**config.mk**
```make
export PLATFORM = sky130hd
export DESIGN_NAME = trig_cmd_gen
export DESIGN_NICKNAME = d
export VERILOG_FILES = /design/src/rtl/trig_cmd_pkg.sv /design/src/rtl/trig_sync_edge.sv /design/src/rtl/trig_pend.sv /design/src/rtl/trig_arb.sv /design/src/rtl/trig_cmd_gen.sv
export SDC_FILE = /design/constraint.sdc
export NUM_CORES = 1
export LEC_CHECK = 0
export CAP_MARGIN = 40
export CORE_MARGIN = 4
export CORE_UTILIZATION = 40
export DETAILED_ROUTE_END_ITERATION = 16
export PLACE_DENSITY = 0.81
export SKIP_CTS_REPAIR_TIMING = 1
export SLEW_MARGIN = 20
export SYNTH_ARGS = -nofsm -noshare
export SYNTH_HDL_FRONTEND = slang
export SYNTH_SLANG_ARGS = --single-unit
export TNS_END_PERCENT = 50
```
**constraint.sdc**
```tcl
create_clock -name clk -period 1.6 [get_ports clk]
set_input_delay 0.32 -clock clk [delete_from_list [all_inputs] [get_ports clk]]
set_output_delay 0.32 -clock clk [all_outputs]
set_load 0.1 [all_outputs]
```
**src/rtl/trig_cmd_pkg.sv**
```systemverilog
package trig_cmd_pkg;

   // index width for a vector of n lanes (at least one bit)
   function automatic int unsigned idx_width(input int unsigned n);
      return (n > 1) ? $clog2(n) : 1;
   endfunction

   // bits needed to carry a code from 1 up to n
   function automatic int unsigned code_width(input int unsigned n);
      return $clog2(n + 1);
   endfunction

endpackage

```
**src/rtl/trig_sync_edge.sv**
```systemverilog
module trig_sync_edge #(
   parameter int unsigned N      = 4,
   parameter int unsigned STAGES = 2
) (
   input  logic         clk,
   input  logic         rst_n,
   input  logic [N-1:0] trig_i,
   output logic [N-1:0] rise_o
);

   initial begin
      assert (STAGES >= 2) else $error("trig_sync_edge: STAGES must be at least 2");
      assert (N >= 1)      else $error("trig_sync_edge: N must be at least 1");
   end

   for (genvar g = 0; g < N; g++) begin : g_lane
      logic [STAGES-1:0] chain_q;
      logic              last_q;

      always_ff @(posedge clk or negedge rst_n) begin
         if (!rst_n) begin
            chain_q <= '0;
            last_q  <= 1'b0;
         end else begin
            chain_q <= {chain_q[STAGES-2:0], trig_i[g]};
            last_q  <= chain_q[STAGES-1];
         end
      end

      assign rise_o[g] = chain_q[STAGES-1] & ~last_q;
   end

endmodule

```
**src/rtl/trig_pend.sv**
```systemverilog
module trig_pend #(
   parameter int unsigned N = 4
) (
   input  logic         clk,
   input  logic         rst_n,
   input  logic [N-1:0] rise_i,
   input  logic         clr_we_i,
   input  logic [N-1:0] clr_mask_i,
   input  logic [N-1:0] take_i,
   output logic [N-1:0] pend_o
);

   logic [N-1:0] pend_q;
   logic [N-1:0] drop;
   logic [N-1:0] pend_d;

   always_comb begin
      drop   = take_i | (clr_we_i ? clr_mask_i : '0);
      // a fresh edge outranks both a clear and an acceptance
      pend_d = (pend_q & ~drop) | rise_i;
   end

   always_ff @(posedge clk or negedge rst_n) begin
      if (!rst_n) pend_q <= '0;
      else        pend_q <= pend_d;
   end

   assign pend_o = pend_q;

   // a detected edge always lands in its pending bit
   a_r2_edge_sets: assert property (@(posedge clk) disable iff (!rst_n)
      (rise_i != '0) |=> ((pend_q & $past(rise_i)) == $past(rise_i)));

   // an accepted frame clears its bit unless a new edge arrives with it
   a_r5_take_clears: assert property (@(posedge clk) disable iff (!rst_n)
      ((take_i != '0) && ((take_i & rise_i) == '0)) |=> ((pend_q & $past(take_i)) == '0));

   // software clear drops every masked bit without a competing edge
   a_r7_sw_clear: assert property (@(posedge clk) disable iff (!rst_n)
      (clr_we_i && ((clr_mask_i & rise_i) == '0)) |=> ((pend_q & $past(clr_mask_i)) == '0));

   // no pending bit appears without a detected edge
   a_r9_no_spurious: assert property (@(posedge clk) disable iff (!rst_n)
      1'b1 |=> ((pend_q & ~$past(pend_q) & ~$past(rise_i)) == '0));

endmodule

```
**src/rtl/trig_arb.sv**
```systemverilog
module trig_arb #(
   parameter int unsigned N     = 4,
   parameter int unsigned IDX_W = 2
) (
   input  logic             clk,
   input  logic             rst_n,
   input  logic [N-1:0]     pend_i,
   output logic             any_o,
   output logic [N-1:0]     grant_o,
   output logic [IDX_W-1:0] idx_o
);

   always_comb begin
      grant_o = '0;
      idx_o   = '0;
      // scan downward so the lowest pending index is the last to win
      for (int i = N - 1; i >= 0; i--) begin
         if (pend_i[i]) begin
            grant_o    = '0;
            grant_o[i] = 1'b1;
            idx_o      = IDX_W'(i);
         end
      end
   end

   assign any_o = |pend_i;

   // exactly one grant, and no pending bit below it
   a_r4_lowest_first: assert property (@(posedge clk) disable iff (!rst_n)
      any_o |-> ($onehot(grant_o) && ((pend_i & (grant_o - N'(1))) == '0)));

   a_r4_grant_is_pending: assert property (@(posedge clk) disable iff (!rst_n)
      ((grant_o & ~pend_i) == '0));

endmodule

```
**src/rtl/trig_cmd_gen.sv**
```systemverilog
module trig_cmd_gen
   import trig_cmd_pkg::*;
#(
   parameter int unsigned NUM_TRIG    = 4,
   parameter int unsigned SYNC_STAGES = 2,
   parameter int unsigned PIPE_W      = 2,
   parameter int unsigned PIPE_ID     = 0,
   parameter int unsigned CMD_W       = 4
) (
   input  logic                clk,
   input  logic                rst_n,
   input  logic [NUM_TRIG-1:0] trig_i,
   input  logic                clr_we_i,
   input  logic [NUM_TRIG-1:0] clr_mask_i,
   input  logic                req_ready_i,
   output logic                req_valid_o,
   output logic [PIPE_W-1:0]   req_pipe_o,
   output logic [CMD_W-1:0]    req_cmd_o,
   output logic [NUM_TRIG-1:0] pend_o
);

   localparam int unsigned IDX_W = idx_width(NUM_TRIG);

   initial begin
      assert (CMD_W >= code_width(NUM_TRIG))
         else $error("trig_cmd_gen: CMD_W too narrow for NUM_TRIG codes");
      assert (PIPE_ID < (1 << PIPE_W))
         else $error("trig_cmd_gen: PIPE_ID does not fit PIPE_W");
   end

   logic [NUM_TRIG-1:0] rise;
   logic [NUM_TRIG-1:0] grant;
   logic [NUM_TRIG-1:0] take;
   logic [IDX_W-1:0]    idx;
   logic                any;

   trig_sync_edge #(.N(NUM_TRIG), .STAGES(SYNC_STAGES)) u_sync (
      .clk    (clk),
      .rst_n  (rst_n),
      .trig_i (trig_i),
      .rise_o (rise)
   );

   trig_pend #(.N(NUM_TRIG)) u_pend (
      .clk        (clk),
      .rst_n      (rst_n),
      .rise_i     (rise),
      .clr_we_i   (clr_we_i),
      .clr_mask_i (clr_mask_i),
      .take_i     (take),
      .pend_o     (pend_o)
   );

   trig_arb #(.N(NUM_TRIG), .IDX_W(IDX_W)) u_arb (
      .clk     (clk),
      .rst_n   (rst_n),
      .pend_i  (pend_o),
      .any_o   (any),
      .grant_o (grant),
      .idx_o   (idx)
   );

   assign take        = grant & {NUM_TRIG{any & req_ready_i}};
   assign req_valid_o = any;
   assign req_pipe_o  = PIPE_W'(PIPE_ID);
   assign req_cmd_o   = CMD_W'(idx) + CMD_W'(1);

   // the offered code names a trigger that is really pending
   a_r3_cmd_pending: assert property (@(posedge clk) disable iff (!rst_n)
      req_valid_o |-> ((req_cmd_o != '0) &&
                       (((pend_o >> (req_cmd_o - CMD_W'(1))) & NUM_TRIG'(1)) != '0)));

   // code stays within 1..NUM_TRIG
   a_r3_cmd_range: assert property (@(posedge clk) disable iff (!rst_n)
      req_valid_o |-> (req_cmd_o <= CMD_W'(NUM_TRIG)));

endmodule

```
==> impl_metrics.csv, run 1 <==
group,metric,value,unit
timing,fin_tns_setup,-0.494,ns
routing,wl_met3,52,um
routing,drc,0,
global_routing,first_global_vias,449,
routing,vias_per_cell,4.62,
critical_path,cp.required,1.28,ns
layout,final.fill_count,96,
placed_design,portBuffers,19,
timing,setup_viol,3,
routing,drt-met1-wl,449,um
power,cellPowerDensity,1190,nW/um^2
timing,finalHoldViolations,0,
power,peakVddDrop,0.748,mV
routing,firstDrtPassIters,1,
timing,skew,0.00177,ns
logic_synthesis,syn-cell-area,578,sq um
clocking,clock-sinks,16,
global_routing,grt_usage,0.131,
global_routing,antenna_found_initial,0,
worst_hold_path,hold_path_class,"in2async",
critical_path,r2r_slack,0.14,ns
timing,fin_crit,1.86,ns
critical_path,startpoint,"u_pend.pend_o[3]$_DFF_PN0_",
logic_synthesis,yosys.cell_types.count,15,
critical_path,slowest_delay,0.50,ns
layout,drive_gt1_frac,0.405,
critical_path,path_class,"reg2out",
logic_synthesis,ys_warn_count,0,
global_routing,grt_max_degree,17,
global_routing,grt_pass1_wl,1890,um
placed_design,preCtsSetupSlack,-0.0365,ns
critical_path,worstReg2RegStart,"u_pend.pend_o[1]$_DFF_PN0_",
run_status,outcome,"finished with violations",
layout,diodes,0,
critical_path,crit_end,"req_cmd_o[1]",
timing,maxSlewViolCount,0,
timing,grt_setup_unrepaired,"true",
floorplan,row_count,13,
floorplan,chipWidth,46.0,um
run_status,violations,"negative setup slack",
clocking,clkTransAtPathRegs,0.08,ns
critical_path,arrival,1.54,ns
floorplan,dieArea,2120,sq um
floorplan,die_h,46.0,um
critical_path,crit_chain,"nor2b_4, o21ba_4, ha_4, buf_12",
clocking,cts_tree,"yes",
power,total_power,1.19,mW
critical_path,r2r-end,"u_pend.pend_o[3]$_DFF_PN0_",
layout,final_util,0.746,
floorplan,initial_core_util,0.433,
logic_synthesis,ys_seq_area_frac,0.693,
placed_design,hpwl,915,um
timing,period_share,1.16,
critical_path,critPathLaunchType,"flop",
timing,setup_ws,-0.263,ns
placed_design,gp_congestion,0.666,
logic_synthesis,synthCells,44,
critical_path,cp_max_fo,4,
routing,first_iter_violations,0,
clocking,h-tree-depth,1,
floorplan,pin_count,23,
critical_path,reg2reg_depth,3,
timing,fmax,0.537,GHz
layout,layout.nets,89,
routing,met2_length,652,um
power,p_leak,0.454,nW
flow_run,cap_violations,0,
critical_path,endpoint_kind,"output port",
layout,area_delta_synth_final,72.1,%
routing,wl,1150,um
clocking,root_buffer,"clkbuf_4",
global_routing,overflow,0,
logic_synthesis,ys_ff_latch,16,
clocking,clock_latency,0.27,ns
clocking,clockBufferDepth,2,
floorplan,core-area,1330,sq um
routing,via_count,411,
routing,top_layer_used,"met3",
routing,wire_per_inst,13.0,um
critical_path,slowest_stage,"dfrtp_4",
logic_synthesis,synth_area_per_cell,13.1,sq um
clocking,cts_buffers,3,
routing,drtAntennaViolNets,0,
state kept, by name, indices dropped and copies added (netlist names):
| signal | count |
|---|---|
| u_sync.g_lane.last_q | 4 |
| u_pend.pend_o | 4 |
| u_sync.g_lane.chain_q | 8 |
layer usage:
metal | track usage | up-vias
li1 | - | 202
met4 | 0.0852 | 0
met2 | 0.236 | 16
met1 | 0.133 | 193
met3 | 0.0277 | 0
met5 | 0 | -
through the flow:
step,hold WS [ns],cells,cell area (sq um)
final,0.349,89,995
after detailed placement,0.336,85,962
after CTS,0.344,88,985
after global routing,0.342,89,995
after global placement,0.333,85,962
after floorplan,0.0244,46,636
synth_stat cells, drive strengths merged:
master	n	area share
a32o	4	0.069
buf	3	0.039
conb	1	0.0065
dfrtp	16	0.69
ha	1	0.022
inv	5	0.032
nand2	5	0.032
nand2b	1	0.011
nor2	2	0.013
nor2b	1	0.011
nor3	1	0.0086
o21ba	1	0.017
o21bai	1	0.013
or3b	1	0.015
or4b	1	0.017
power breakdown:
| group | internal [mW] | switching (mW) | total (mW) |
|---|---|---|---|
| Sequential | 0.437 | 0.0244 | 0.461 |
| Combinational | 0.211 | 0.316 | 0.527 |
| Clock | 0.0871 | 0.111 | 0.198 |
cell usage in the layout (no fill, tap or decap):
master and n:
or3b_1 1, a32o_1 4, nor2b_4 1, nor3_1 1, nor2_2 1, clkbuf_4 3, buf_12 8, or4b_1 1
dfrtp_1 12, buf_4 9, ha_4 1, nand2b_1 1, nor2_1 1, clkdlybuf4s50_1 11, o21bai_4 1, dfrtp_2 2
inv_1 5, conb_1 3, nand2_2 1, nand2_1 4, o21ba_4 1, dfrtp_4 2
critical path, delay by kind of cell (launching register included):
family                     cells  cell delay (ns)
AOI/OAI and AO/OA              1             0.19
and+or+nand+nor                1             0.14
DFF                            1             0.50
adders and majority gates      1             0.27
buffers and inverters          1             0.16
worst min path at each step:
stage	from	to	slack [ns]	depth (start not counted)
5_1_grt	rst_n	u_sync.g_lane[0].chain_q[0]$_DFF_PN0_	0.34	2
3_5_place_dp	u_sync.g_lane[2].chain_q[0]$_DFF_PN0_	u_sync.g_lane[2].chain_q[1]$_DFF_PN0_	0.34	0
6_report	rst_n	u_sync.g_lane[0].chain_q[0]$_DFF_PN0_	0.35	2
4_1_cts	rst_n	u_sync.g_lane[0].chain_q[0]$_DFF_PN0_	0.34	2
3_3_place_gp	u_sync.g_lane[2].chain_q[0]$_DFF_PN0_	u_sync.g_lane[2].chain_q[1]$_DFF_PN0_	0.33	0
2_1_floorplan	rst_n	u_pend.pend_o[0]$_DFF_PN0_	0.02	0
cell families after synthesis:
| family | after synthesis | share of synthesized area |
|---|---|---|
| adders and majority gates | 1 | 0.0216 |
| DFF | 16 | 0.693 |
| buffers and inverters | 8 | 0.0714 |
| and+or+nand+nor | 12 | 0.108 |
| AOI/OAI and AO/OA | 6 | 0.0996 |
| other | 1 | 0.00649 |
final cells by class:
class,count,area [sq um],area share
multi-input cells,22,186,0.187
inverters,5,18.8,0.0189
repair buffers,28,338,0.340
clock buffers,3,22.5,0.0226
flip-flops and latches,16,410,0.413
well taps,15,18.8,0.0189
Note: power is estimated with default switching activity, not from simulation.
==> inputs of run 2 (changes only) <==
--- a/config.mk
+++ b/config.mk
@@ -9,6 +9,7 @@
 export CORE_MARGIN = 4
 export CORE_UTILIZATION = 40
 export DETAILED_ROUTE_END_ITERATION = 16
+export MAX_ROUTING_LAYER = met4
 export PLACE_DENSITY = 0.81
 export SKIP_CTS_REPAIR_TIMING = 1
 export SLEW_MARGIN = 20
==> run 2 against run 1 <==
The flow still finishes with violations (negative setup slack). Die area is the same. First-iteration DRC count unchanged. Hold slack is essentially flat. Cell area unchanged. Clock skew about the same. Flip-flop and latch count is the same. Wire length unchanged. Combinational power barely moved. Clock-buffer cell count is the same. Register-to-register slack about the same. Critical path type unchanged.
==> impl_metrics.csv, run 2 (same netlist as run 1, synthesis figures left out) <==
group,metric,value,unit
global_routing,first_global_vias,449,
floorplan,dieArea,2120,sq um
critical_path,reg2reg_depth,3,
timing,fin_tns_setup,-0.494,ns
placed_design,preCtsSetupSlack,-0.0365,ns
clocking,cts_tree,"yes",
layout,diodes,0,
layout,final_common_cell,"dfrtp_1",
floorplan,core-area,1330,sq um
routing,drtAntennaViolNets,0,
floorplan,chipWidth,46.0,um
clocking,clkTransAtPathRegs,0.08,ns
timing,skew,0.00208,ns
critical_path,critPathLaunchType,"flop",
power,peakVddDrop,0.748,mV
power,p_int,0.734,mW
timing,maxSlewViolCount,0,
global_routing,grt_max_degree,17,
layout,final.fill_count,96,
routing,first_iter_violations,0,
timing,fin_crit,1.86,ns
critical_path,path_class,"reg2out",
layout,layout.nets,89,
critical_path,cp_max_fo,4,
critical_path,r2r_slack,0.14,ns
critical_path,cp.required,1.28,ns
clocking,h-tree-depth,1,
critical_path,arrival,1.54,ns
global_routing,antenna_found_initial,0,
floorplan,initial_core_util,0.433,
floorplan,pin_count,23,
global_routing,grt_pass1_wl,1890,um
critical_path,r2r-end,"u_pend.pend_o[3]$_DFF_PN0_",
clocking,clock_latency,0.27,ns
routing,wl,1150,um
routing,vias_per_cell,4.62,
power,netSwitchingPower,0.452,mW
timing,setup_ws,-0.263,ns
timing,setup_viol,3,
layout,area_delta_synth_final,72.1,%
power,switching_share,0.381,
clocking,cts_buffers,3,
global_routing,overflow,0,
critical_path,startpoint,"u_pend.pend_o[3]$_DFF_PN0_",
power,seq_power_share,0.389,
routing,firstDrtPassIters,1,
routing,wire_per_inst,13.0,um
placed_design,portBuffers,19,
critical_path,endpoint_kind,"output port",
power,p_leak,0.454,nW
layout,drive_gt1_frac,0.405,
power,cellPowerDensity,1190,nW/um^2
timing,grt_setup_unrepaired,"true",
critical_path,worstReg2RegStart,"u_pend.pend_o[1]$_DFF_PN0_",
placed_design,hpwl,915,um
critical_path,crit_end,"req_cmd_o[1]",
clocking,root_buffer,"clkbuf_4",
global_routing,grt_usage,0.135,
clocking,clockBufferDepth,2,
timing,fmax,0.537,GHz
floorplan,die_h,46.0,um
routing,via_count,411,
routing,drc,0,
layout,largest_register_ffs,8,
layout,regMostFlops,"u_sync.g_lane.chain_q",
timing,finalHoldViolations,0,
placed_design,gp_congestion,0.672,
clocking,clock-sinks,16,
run_status,outcome,"finished with violations",
worst_hold_path,hold_path_class,"in2async",
power,p_clk_frac,0.167,
floorplan,row_count,13,
timing,period_share,1.16,
flow_run,cap_violations,0,
power,total_power,1.19,mW
layout,mostFrequentLayoutCells,"dfrtp_1, clkdlybuf4s50_1, buf_4",
run_status,violations,"negative setup slack",
power,power_frac_comb,0.444,
run 2: cell counts in the layout (fill, tap and decap cells not counted):
No cell type changed its count.
run 2: critical path, stage by stage, from the launching register on:
cell and delay (ns):
dfrtp_4 0.50, nor2b_4 0.14, o21ba_4 0.19, ha_4 0.27, buf_12 0.16
run 2: routing by layer:
| layer | global-route usage | vias to the layer above | share of wire |
|---|---|---|---|
| met3 | 0.0237 | 0 | 0.041 |
| met1 | 0.135 | 193 | 0.39 |
| met5 | - | - | 0 |
| met2 | 0.236 | 16 | 0.56 |
| li1 | - | 202 | - |
| met4 | 0.0852 | 0 | 0 |
run 2: worst min path at each step:
stage / from / endpoint / slack, ns / cells after the start
floorplan: rst_n / u_pend.pend_o[0]$_DFF_PN0_ / 0.02 / 0
global placement: u_sync.g_lane[2].chain_q[0]$_DFF_PN0_ / u_sync.g_lane[2].chain_q[1]$_DFF_PN0_ / 0.33 / 0
detailed placement: u_sync.g_lane[2].chain_q[0]$_DFF_PN0_ / u_sync.g_lane[2].chain_q[1]$_DFF_PN0_ / 0.34 / 0
CTS: rst_n / u_sync.g_lane[0].chain_q[0]$_DFF_PN0_ / 0.34 / 2
global route: rst_n / u_sync.g_lane[0].chain_q[0]$_DFF_PN0_ / 0.34 / 2
finish: rst_n / u_sync.g_lane[0].chain_q[0]$_DFF_PN0_ / 0.35 / 2
run 2: cell type report:
| cell class | count | area (sq um) | share of cell area |
|---|---|---|---|
| timing repair buffer | 28 | 338 | 0.340 |
| clock buffer | 3 | 22.5 | 0.0226 |
| multi-input combinational | 22 | 186 | 0.187 |
| inverter | 5 | 18.8 | 0.0189 |
| sequential | 16 | 410 | 0.413 |
| tap | 15 | 18.8 | 0.0189 |
run 2: through the flow:
stage               hold WS [ns]  std cells  utilization  area (sq um)
detailed placement         0.336         85        0.721           962
CTS                        0.344         88        0.738           985
global route               0.342         89        0.746           995
floorplan                 0.0244         46            -           636
global placement           0.333         85        0.721           962
finish                     0.349         89        0.746           995
run 2: power by group through the flow:
stage	clock (mW)	sequential, mW	combinational [mW]
after detailed placement	0	0.468	0.525
final	0.198	0.461	0.527
after global placement	0	0.466	0.517
after global routing	0.227	0.465	0.548
after floorplan	0	0.554	0.243
after CTS	0.205	0.460	0.525
==> inputs of run 3 (changes only) <==
--- a/config.mk
+++ b/config.mk
@@ -5,9 +5,10 @@
 export SDC_FILE = /design/constraint.sdc
 export NUM_CORES = 1
 export LEC_CHECK = 0
-export CAP_MARGIN = 40
+export ABC_AREA = 1
+export CAP_MARGIN = 20
 export CORE_MARGIN = 4
-export CORE_UTILIZATION = 40
+export CORE_UTILIZATION = 42
 export DETAILED_ROUTE_END_ITERATION = 16
 export MAX_ROUTING_LAYER = met4
 export PLACE_DENSITY = 0.81
@@ -15,5 +16,6 @@
 export SLEW_MARGIN = 20
 export SYNTH_ARGS = -nofsm -noshare
 export SYNTH_HDL_FRONTEND = slang
+export SYNTH_HIERARCHICAL = 1
 export SYNTH_SLANG_ARGS = --single-unit
 export TNS_END_PERCENT = 50
==> run 3 against run 2 <==
The flow still finishes with violations (negative setup slack). Total power increased by 19%. Area after synthesis up 15%. Sequential share of layout area fell by 4.5 points. Global-route usage decreased by 0.24 points. Critical path depth up 1. Critical path type unchanged. Largest cell class unchanged. Largest power group unchanged.
==> impl_metrics.csv, run 3 <==
group,metric,value,unit
run_status,outcome,"finished with violations",
run_status,violations,"negative setup slack",
power,seq_power_share,0.340,
routing,wl,1370,um
layout,design_area,1130,sq um
logic_synthesis,synth_top_family_by_area,"simple AND/OR/NAND/NOR gates",
layout,regMostFlops,"u_sync/g_lane.chain_q",
worst_hold_path,hold_path_class,"in2async",
global_routing,overflow,0,
timing,setup_ws,-0.152,ns
logic_synthesis,synth_area_per_cell,8.98,sq um
layout,layout.nets,118,
power,peakVddDrop,0.934,mV
floorplan,core-area,1510,sq um
placed_design,gp_congestion,0.781,
timing,fin_tns_setup,-0.349,ns
logic_synthesis,synth_top_area_frac,0.603,
floorplan,chipWidth,47.8,um
timing,grt_setup_unrepaired,"true",
clocking,cts_buffers,3,
logic_synthesis,synthCells,74,
placed_design,hpwl,1040,um
global_routing,grt_max_degree,12,
logic_synthesis,synth_ff_type,"dfrtp_1",
layout,final.fill_count,99,
critical_path,arrival,1.43,ns
routing,wire_per_inst,11.4,um
timing,holdWs,0.271,ns
logic_synthesis,async_flop_share,1.00,
layout,mostFrequentLayoutCells,"inv_1, dfrtp_1, clkdlybuf4s50_1",
timing,fmax,0.571,GHz
layout,largest_register_ffs,8,
critical_path,critPathLaunchType,"flop",
logic_synthesis,yosys-top-cells-area,"dfrtp_1, inv_1, nand2_1",
placed_design,portBuffers,19,
logic_synthesis,synth_compound_area_frac,0,
logic_synthesis,synthTopCellsByCount,"inv_1, dfrtp_1, nand2_1, nor2_1, nand3_1",
logic_synthesis,syn-cell-area,664,sq um
logic_synthesis,synth_edf_count,0,
critical_path,slowest_stage,"dfrtp_4",
power,switching_share,0.408,
critical_path,crit_chain,"inv_6, nand3_2, nand2_4, ha_4, buf_12",
routing,first_iter_violations,1,
logic_synthesis,synth_xor_area_frac,0,
logic_synthesis,ys_ff_latch,16,
clocking,clock-sinks,16,
logic_synthesis,ys_warn_count,6,
floorplan,initial_core_util,0.441,
critical_path,endpoint_kind,"output port",
placed_design,place_area,1010,sq um
power,netSwitchingPower,0.574,mW
power,total_power,1.41,mW
layout,diodes,0,
routing,drtAntennaViolNets,0,
floorplan,pin_count,23,
floorplan,dieArea,2280,sq um
power,p_clk_frac,0.182,
routing,vias_per_cell,4.42,
critical_path,path_class,"reg2out",
power,cellPowerDensity,1240,nW/um^2
routing,firstDrtPassIters,3,
routing,via_count,530,
global_routing,antenna_found_initial,0,
clocking,clock_latency,0.28,ns
global_routing,grt_usage,0.133,
logic_synthesis,synth_most_common_cell,"inv_1",
timing,fin_crit,1.75,ns
timing,finalHoldViolations,0,
timing,skew,0.00402,ns
layout,drive_gt1_frac,0.404,
critical_path,critPathTopFamily,"flip-flops",
clocking,h-tree-depth,1,
logic_synthesis,synthMuxAreaShare,0,
global_routing,grt_pass1_wl,1950,um
clocking,cts_tree,"yes",
layout,final_common_cell,"inv_1",
power,p_leak,0.541,nW
power,power_frac_comb,0.479,
floorplan,row_count,14,
floorplan,die_h,47.8,um
placed_design,preCtsSetupSlack,0.0315,ns
logic_synthesis,synth_area_leader_cell,"dfrtp_1",
flow_run,cap_violations,0,
clocking,root_buffer,"clkbuf_4",
logic_synthesis,yosys.cell_types.count,11,
logic_synthesis,yosys.area_share.simple,0.209,
power,p_int,0.833,mW
routing,drc,0,
clocking,clockBufferDepth,2,
global_routing,first_global_vias,511,
layout,area_delta_synth_final,70.1,%
timing,maxSlewViolCount,0,
clocking,clkTransAtPathRegs,0.09,ns
critical_path,cp.required,1.28,ns
timing,setup_viol,4,
logic_synthesis,synthAdderAreaFrac,0.0188,
critical_path,cp_max_fo,4,
critical_path,cp_num_buf_inv,2,
logic_synthesis,ys_seq_area_frac,0.603,
timing,period_share,1.10,
critical_path,slowest_delay,0.51,ns
-- run 3: cell count changes in the layout (fill, tap and decap cells not counted), moves of 3 or more --
cell	before	now
a32o_1	4	0
inv_1	5	17
nand3_1	0	4
nand2_1	4	9
nand2_4	0	3
nor2_1	1	6
nor2_2	1	4
-- run 3: cells by family (layout without fill, tap and decap cells) --
group	after synthesis	in the layout
adder cells (fa/ha/maj)	1	1
buffers and inverters	25	53
other	1	3
flip-flops	16	16
AND/OR/NAND/NOR	31	31
-- run 3: area by class of cell --
cell class / instances / area, sq um / share of cell area
inverters: 21 / 92.6 / 0.0819
clock buffers: 4 / 36.3 / 0.0321
multi-input cells: 35 / 228 / 0.202
flip-flops and latches: 16 / 415 / 0.368
well taps: 16 / 20.0 / 0.0177
repair buffers: 28 / 338 / 0.299
-- run 3: power groups by stage --
stage	Combinational [mW]	Sequential, mW	Clock [mW]
global placement	0.599	0.484	0
detailed placement	0.609	0.488	0
finish	0.673	0.478	0.255
global route	0.706	0.482	0.290
floorplan	0.311	0.587	0
CTS	0.609	0.480	0.271
-- run 3: worst paths after layout --
path / start / end / slack [ns] / cells after the start
max in group asynchronous: rst_n / u_pend/pend_o[3]$_DFF_PN0_ / 0.88 / 2
min in group clk: u_sync/g_lane[1].chain_q[0]$_DFF_PN0_ / u_sync/g_lane[1].chain_q[1]$_DFF_PN0_ / 0.36 / 0
hold / removal: rst_n / u_sync/g_lane[2].chain_q[1]$_DFF_PN0_ / 0.27 / 1
setup reg to reg: u_pend/pend_o[2]$_DFF_PN0_ / u_pend/pend_o[0]$_DFF_PN0_ / 0.31 / 8
setup / recovery: u_pend/pend_o[0]$_DFF_PN0_ / req_cmd_o[1] / -0.15 / 5
hold reg to reg: u_sync/g_lane[1].chain_q[0]$_DFF_PN0_ / u_sync/g_lane[1].chain_q[1]$_DFF_PN0_ / 0.36 / 0
-- run 3: per-stage QoR --
step | utilization | std cells
after floorplan | - | 76
after global placement | 0.671 | 109
after detailed placement | 0.671 | 109
after CTS | 0.695 | 113
after global routing | 0.750 | 120
final | 0.750 | 120
-- run 3: routing by layer --
metal  vias to the layer above  wire [um]  global-route usage
met5                         -          0                   -
met4                         0         37               0.108
met3                         4        131              0.0226
met2                        26        732               0.243
met1                       239        472               0.114
li1                        261          -                   -
